### src/rtl/dma_seq.sv
module dma_seq #(
  parameter int NCH = 4,
  parameter int AW  = 16,
  parameter int CW  = 16
) (
  input  logic                     clk,
  input  logic                     rst_n,
  input  logic [NCH-1:0]           chan_en,
  input  logic                     rotate,
  input  logic [NCH-1:0]           xfer_req,
  input  logic                     grant,
  input  logic [NCH*AW-1:0]        ch_addr,
  input  logic [NCH*CW-1:0]        ch_count,
  input  logic [NCH*4-1:0]         ch_ctrl,
  output logic                     bus_req_tsc,
  output logic                     bus_req_halt,
  output logic                     ack_valid,
  output logic [$clog2(NCH)-1:0]   ack_chan,
  output logic [AW-1:0]            mem_addr,
  output logic                     mem_wr,
  output logic                     mem_rd,
  output logic                     dev_rd,
  output logic                     dev_wr,
  output logic [AW-1:0]            upd_addr,
  output logic [CW-1:0]            upd_count,
  output logic                     done
);
  localparam int CHW = $clog2(NCH);
  localparam logic [CHW-1:0] LAST_CH = CHW'(NCH - 1);

  typedef enum logic [1:0] {ST_ARB, ST_CNT, ST_REQ, ST_MOVE} st_t;
  st_t st;

  logic [CHW-1:0] cur, last;
  logic [AW-1:0]  c_addr;
  logic [CW-1:0]  c_cnt;
  logic [3:0]     c_ctl;
  logic [1:0]     mode;
  logic           xfer, last_byte;

  assign c_addr = ch_addr[int'(cur)*AW +: AW];
  assign c_cnt  = ch_count[int'(cur)*CW +: CW];
  assign c_ctl  = ch_ctrl[int'(cur)*4 +: 4];
  assign mode   = c_ctl[2:1];

  assign xfer      = (st == ST_MOVE) && grant && xfer_req[cur];
  assign ack_valid = xfer;
  assign ack_chan  = cur;
  assign mem_addr  = c_addr;
  assign mem_wr    = xfer && !c_ctl[0];
  assign dev_rd    = xfer && !c_ctl[0];
  assign mem_rd    = xfer && c_ctl[0];
  assign dev_wr    = xfer && c_ctl[0];
  assign upd_addr  = c_ctl[3] ? c_addr - 1'b1 : c_addr + 1'b1;
  assign upd_count = c_cnt - 1'b1;
  assign last_byte = (upd_count == '0);
  assign done      = xfer && last_byte;

  logic [NCH-1:0] cand;
  logic [CHW-1:0] start, pick;
  logic           found;

  assign cand = chan_en & xfer_req;

  always_comb begin
    start = (!rotate || last == LAST_CH) ? '0 : last + 1'b1;
    found = 1'b0;
    pick  = start;
    for (int i = 0; i < NCH; i++) begin
      if (!found && cand[(int'(start) + i) % NCH]) begin
        found = 1'b1;
        pick  = CHW'((int'(start) + i) % NCH);
      end
    end
  end

  always_ff @(posedge clk or negedge rst_n) begin
    if (!rst_n) begin
      st           <= ST_ARB;
      cur          <= LAST_CH;
      last         <= LAST_CH;
      bus_req_tsc  <= 1'b0;
      bus_req_halt <= 1'b0;
    end else begin
      case (st)
        ST_ARB: if (found) begin
          cur  <= pick;
          last <= pick;
          st   <= ST_CNT;
        end
        ST_CNT: if (chan_en[cur] && c_cnt != '0) st <= ST_REQ;
        ST_REQ: if (xfer_req[cur]) begin
          st <= ST_MOVE;
          case (mode)
            2'b00, 2'b01: bus_req_halt <= 1'b1;
            2'b10:        bus_req_tsc  <= 1'b1;
            default: begin
              bus_req_halt <= 1'b0;
              bus_req_tsc  <= 1'b0;
            end
          endcase
        end
        ST_MOVE: if (xfer) begin
          if (last_byte) begin
            bus_req_halt <= 1'b0;
            bus_req_tsc  <= 1'b0;
            st           <= ST_ARB;
          end else begin
            case (mode)
              2'b00: begin bus_req_halt <= 1'b0; st <= ST_REQ; end
              2'b01: st <= ST_MOVE;
              2'b10: begin bus_req_tsc <= 1'b0; st <= ST_REQ; end
              default: begin
                bus_req_halt <= 1'b0;
                bus_req_tsc  <= 1'b0;
                st           <= ST_ARB;
              end
            endcase
          end
        end
        default: st <= ST_ARB;
      endcase
    end
  end
endmodule

### config.mk
export PLATFORM = sky130hd
export DESIGN_NAME = dma_seq
export DESIGN_NICKNAME = d
export VERILOG_FILES = /design/src/rtl/dma_seq.sv
export SDC_FILE = /design/constraint.sdc
export NUM_CORES = 1
export LEC_CHECK = 0
export BUFFER_PORTS_ARGS = -buffer_cell sky130_fd_sc_hd__buf_2
export CORE_ASPECT_RATIO = 0.5
export CORE_MARGIN = 4
export CORE_UTILIZATION = 35
export DETAILED_ROUTE_END_ITERATION = 8
export GPL_TIMING_DRIVEN = 0
export PLACE_DENSITY = 0.73
export SLEW_MARGIN = 20
export SYNTH_ARGS = -nofsm -noshare
export SYNTH_HDL_FRONTEND = slang
export SYNTH_SLANG_ARGS = --single-unit
### constraint.sdc
create_clock -name clk -period 10.7 [get_ports clk]
set_input_delay 1.07 -clock clk [delete_from_list [all_inputs] [get_ports clk]]
set_output_delay 1.07 -clock clk [all_outputs]
set_load 0.05 [all_outputs]
Yosys cells after proc, flatten, opt, wreduce, memory -nomap -nowiden
Index checks and enable logic that the tools add are counted.
- bits in registers: 6
- bits of input ports: 156
- output and inout bits: 58
- logic and storage cells: 110
- add/subtract/negate cells: 7
- magnitude comparators: 5
- equality and inequality tests: 14
- shift-type cells: 3
- mux-type cells: 43
- bitwise gates (word level): 4
- reductions and logical operators: 30
- operators by type and width (operator ; count):
    $shiftx A64 B7 Y16 ; 2
    $sub A16 B1 Y16 const B ; 2
    $mux W1 ; 21
    $mux W2 ; 9
    $add A16 B1 Y16 const B ; 1
    $logic_not A16 Y1 ; 1
    $mux W16 ; 1
    $reduce_bool A16 Y1 ; 1
    $shiftx A16 B5 Y4 ; 1
    $bmux W1 S2 ; 6
    $lt A3 B4 Y1 const B ; 3
    $ne A2 B2 Y1 const B ; 6
    $reduce_or A2 Y1 ; 6
    $reduce_and A5 Y1 ; 2
    $logic_and A1 B1 Y1 ; 9
    $eq A2 B2 Y1 const B ; 4
    $pmux W1 S2 ; 4
    $pmux W2 S4 ; 1
    $lt A2 B3 Y1 const B ; 2
    $ne A3 B3 Y1 const B ; 2
    $logic_not A1 Y1 ; 5
    $add A2 B1 Y2 const B ; 2
    $add A2 B2 Y2 const B ; 2
    $and A4 B4 Y4 ; 1
    8 further kinds ; 12

Longest topological paths before layout
- word-level depth: 19
- depth in mapped cells: 15
- depth with buffers taken out: 11

Worst setup path before layout
No wires, ideal clock.
- kind: reg2out
- start: reg cur[0] (netlist: ack_chan[0])
- end: out upd_addr[14]
- data arrival time: 5.795 ns
- data required time: 9.630 ns
- setup slack: 3.835 ns
- cell stages (with the launch flop): 12
- buffers on the path: 5
- cell sequence: dfstp_2 > buf_6 > buf_12 > buf_2 > buf_1 > clkbuf_1 > mux4_2 > ha_1 > o211ai_1 > a21oi_1 > o31ai_1 > o311ai_0
- cells in the longest elaborated chain, start to end: 3
- elaborated cells between the ends (all ways): 5
- classes of those cells: 2 x add/sub; 2 x shift; 1 x mux
- RTL lines (what ; line ; text):
    from (decl) ; 34 ; logic [CHW-1:0] cur, last;
    from (signal assigned) ; 87 ; cur <= pick;
    $shiftx A64 B7 Y16 (*) ; 41 ; assign c_addr = ch_addr[int'(cur)*AW +: AW];
    net mem_addr[6] ; 19 ; output logic [AW-1:0] mem_addr,
    $add A16 B1 Y16 or $sub A16 B1 Y16 (tied branches) ; 54 ; assign upd_addr = c_ctl[3] ? c_addr - 1'b1 : c_addr + 1'b1;
    $mux W16 (*) ; 54 ;
    to (decl) ; 24 ; output logic [AW-1:0] upd_addr,
The timed path passes the listed nets; every way through them passes the cells marked *.

Worst setup path after layout
- start: reg cur[1] (netlist: ack_chan[1])
- end: out upd_addr[14]
- cells in the longest elaborated chain, start to end: 3
- elaborated cells between the ends (all ways): 5
- classes of those cells: 2 x add/sub; 2 x shift; 1 x mux
- RTL lines (what ; line):
    $shiftx A64 B7 Y16 ; 41
    $add A16 B1 Y16 or $sub A16 B1 Y16 (tied branches) ; 54
    $mux W16 (*) ; 54
Every way passes the cells marked *; elsewhere a longest branch is shown, timed or not.

==> run_results.csv <==
group,metric,value,unit
sta,relSlewSlack,0.4755,
logic_synthesis,synthFlopType,"dfrtp_1",
die,start_util,0.3595,
global_routing,grt_start_max_net_pins,17,
sta,setup_viol,0,
sta,rsz0062_at_grt,"no",
die,core,7322,um^2
sta,finalClockSkew,0.001983,ns
clock_network,clockBufferDepth,2,
worst_setup_path,worstSetupStartpoint,"ack_chan[1]$_DFFE_PN1P_",
worst_setup_path,path_class,"reg2out",
place,dp_hpwl,8.794,mm
clock_network,htreeDepth,1,
worst_setup_path,arrival,5.20,ns
worst_setup_path,worst-path-max-fanout,10,
die,dieArea,9057,um^2
global_routing,grt.total_usage,0.2123,
logic_synthesis,yosys.area.top_type,"mux4_2",
global_routing,antenna_found_initial,0,
worst_setup_path,start_kind,"flop",
clock_network,clk_pin_slew,0.03,ns
logic_synthesis,synth_seq_area_share,0.05798,
detailed_routing,drt-wirelength-per-cell,16.67,um
layout,final_cell_mix,"buf_2 (214), mux4_2 (35), nand2_1 (31), ha_1 (21), inv_1 (20)",
logic_synthesis,synth_top_area_frac,0.2994,
detailed_routing,drt_iter0_drc,218,
worst_setup_path,r2r_slack,6.54,ns
logic_synthesis,yosys-top-cells-area,"mux4_2 (30%), ha_1 (10%), xnor2_1 (5.7%), nand2_1 (4.4%), xor2_1 (4.0%)",
sta,tns,0,ns
sta,fmax,0.1595,GHz
sta,drv_slew,0,
sta,hold_violations,0,
place,io_buffer_count,213,
logic_synthesis,avgSynthCellArea,9.302,um^2
global_routing,grt_first_pass_wirelength,15.70,mm
layout,n_antenna_cell,0,
worst_setup_path,cp-end-kind,"output port",
clock_network,cts_setup_buffers,0,
worst_setup_path,reg2reg_from,"ack_chan[0]$_DFFE_PN1P_",
worst_setup_path,endpoint,"upd_addr[14]",
clock_network,cts_tree,"yes",
logic_synthesis,synth_edf_count,0,
logic_synthesis,synth_nets,461,
worst_setup_path,cp.required,9.63,ns
place,gp_congestion,0.8671,
logic_synthesis,ys_types,57,
logic_synthesis,ys_ff_latch,6,
die,io-pin-count,214,
detailed_routing,ant_nets,0,
outcome,status,"finished, final reports clean",
clock_network,numCtsBuffers,3,
die,die_h,69.33,um
sta,period_share,0.5861,
clock_network,hold_buffers,0,
layout,fin_nets,679,
logic_synthesis,ys_async_sr_fraction,1.000,
sta,max_slew.worst_pin.slew,0.7867,ns
die,rows,22,
die,die_w,130.7,um
clock_network,cts_root_buf,"clkbuf_16",
layout,drive_above_1_share,0.5420,
logic_synthesis,syn-cell-area,2633,um^2
worst_setup_path,rr_endpoint,"bus_req_tsc$_DFFE_PN0P_",
worst_hold_path,worstHoldPathType,"reg2reg",
logic_synthesis,synth_cells,283,
layout,areaGrowthSynthToFinish,48.05,%
global_routing,grt_remaining_overflow,0,
layout,final_common_cell,"buf_2",
clock_network,cts_resized,0,
global_routing,first_global_vias,3265,
sta,fin_crit,6.271,ns
clock_network,clk_latency,0.23,ns
run,drv_cap,0,
detailed_routing,drt_wl_total,9.935,mm
detailed_routing,vias_per_cell,5.284,
detailed_routing,vias,3149,
logic_synthesis,synth.yosys.warnings,0,
layout,n_fill_cell,724,
detailed_routing,dr.pass1.iters,4,
worst_setup_path,r2r_cells,11,
clock_network,cts_sinks,6,
detailed_routing,drcViolationCount,0,
[registers in the layout, indices dropped and copies added, names as in the netlist]
| register | flops |
|---|---|
| ack_chan | 2 |
| bus_req_halt | 1 |
| bus_req_tsc | 1 |
| st | 2 |
[worst max-delay path, stage by stage, from the launching register on]
cell and delay (ns):
dfstp_2 0.60, buf_1 0.44, buf_1 0.61, clkbuf_1 0.52, mux4_2 0.41, ha_1 0.37
nor2b_1 0.16, o21a_1 0.18, o21a_1 0.20, o211ai_1 0.21, a21oi_1 0.13, o31ai_1 0.50
nand3_1 0.12, o311ai_0 0.15, buf_2 0.35
[cell type report]
type / count / area, um^2 / area share
clock buffer: 4 / 78.83 / 0.02022
timing repair buffer: 213 / 1066 / 0.2735
buffer: 12 / 77.57 / 0.01990
multi-input combinational: 245 / 2327 / 0.5971
tap: 96 / 120.1 / 0.03082
sequential: 6 / 152.6 / 0.03917
inverter: 20 / 75.07 / 0.01926
[layer usage]
layer / up-vias / routed length (um) / track usage
met2: 89 / 5180 / 0.3834
li1: 1527 / - / -
met5: - / 0 / 0
met4: 0 / 48 / 0.03649
met1: 1527 / 4208 / 0.2739
met3: 6 / 497 / 0.02615
[cells in the mapped netlist, drive strengths merged, types with 3 or more instances]
cell	n
a21o	3
a21oi	14
a31oi	3
and2	4
buf	8
clkbuf	4
dfrtp	4
ha	21
inv	20
mux2i	4
mux4	38
nand2	31
nand2b	3
nand3	10
nor2	17
nor2b	3
nor3	7
nor3b	4
nor4	4
o21ai	11
o31ai	3
or2	3
or3	4
or4	6
xnor2	17
xor2	12
[kinds of logic (layout without fill, tap and decap cells)]
family,Yosys count,after routing,synth area share
multiplexers,44,44,0.3531
AND/OR/NAND/NOR,102,102,0.2039
buffers and inverters,32,249,0.05798
adder cells (fa/ha/maj),22,22,0.1074
AO/OA/AOI/OAI,48,48,0.1231
flip-flops,6,6,0.05799
XOR/XNOR,29,29,0.09648
[stage by stage]
step | cell area [um^2] | hold WS [ns] | std cells | setup WS (ns) | util
floorplan | 2633 | 0.5873 | 283 | 3.835 | -
global placement | 3819 | 0.5352 | 592 | 4.614 | 0.5215
detailed placement | 3819 | 0.5271 | 592 | 4.606 | 0.5215
CTS | 3897 | 0.5372 | 596 | 4.355 | 0.5323
global route | 3897 | 0.5817 | 596 | 4.020 | 0.5323
finish | 3897 | 0.5416 | 596 | 4.429 | 0.5323
[how the worst min path moves through the flow]
| stage | depth (start not counted) | start | endpoint | slack [ns] |
|---|---|---|---|---|
| 6_report | 2 | bus_req_halt$_DFFE_PN0P_ | bus_req_halt$_DFFE_PN0P_ | 0.54 |
| 5_1_grt | 2 | bus_req_tsc$_DFFE_PN0P_ | bus_req_tsc$_DFFE_PN0P_ | 0.58 |
| 4_1_cts | 2 | bus_req_halt$_DFFE_PN0P_ | bus_req_halt$_DFFE_PN0P_ | 0.54 |
| 3_5_place_dp | 2 | bus_req_halt$_DFFE_PN0P_ | bus_req_halt$_DFFE_PN0P_ | 0.53 |
| 3_3_place_gp | 2 | bus_req_halt$_DFFE_PN0P_ | bus_req_halt$_DFFE_PN0P_ | 0.54 |
| 2_1_floorplan | 3 | st[1]$_DFFE_PN0P_ | ack_chan[1]$_DFFE_PN1P_ | 0.59 |
Power is left out: the tool's default activity adds up to more than one toggle a clock period on the data nets, which glitch-free logic cannot reach.
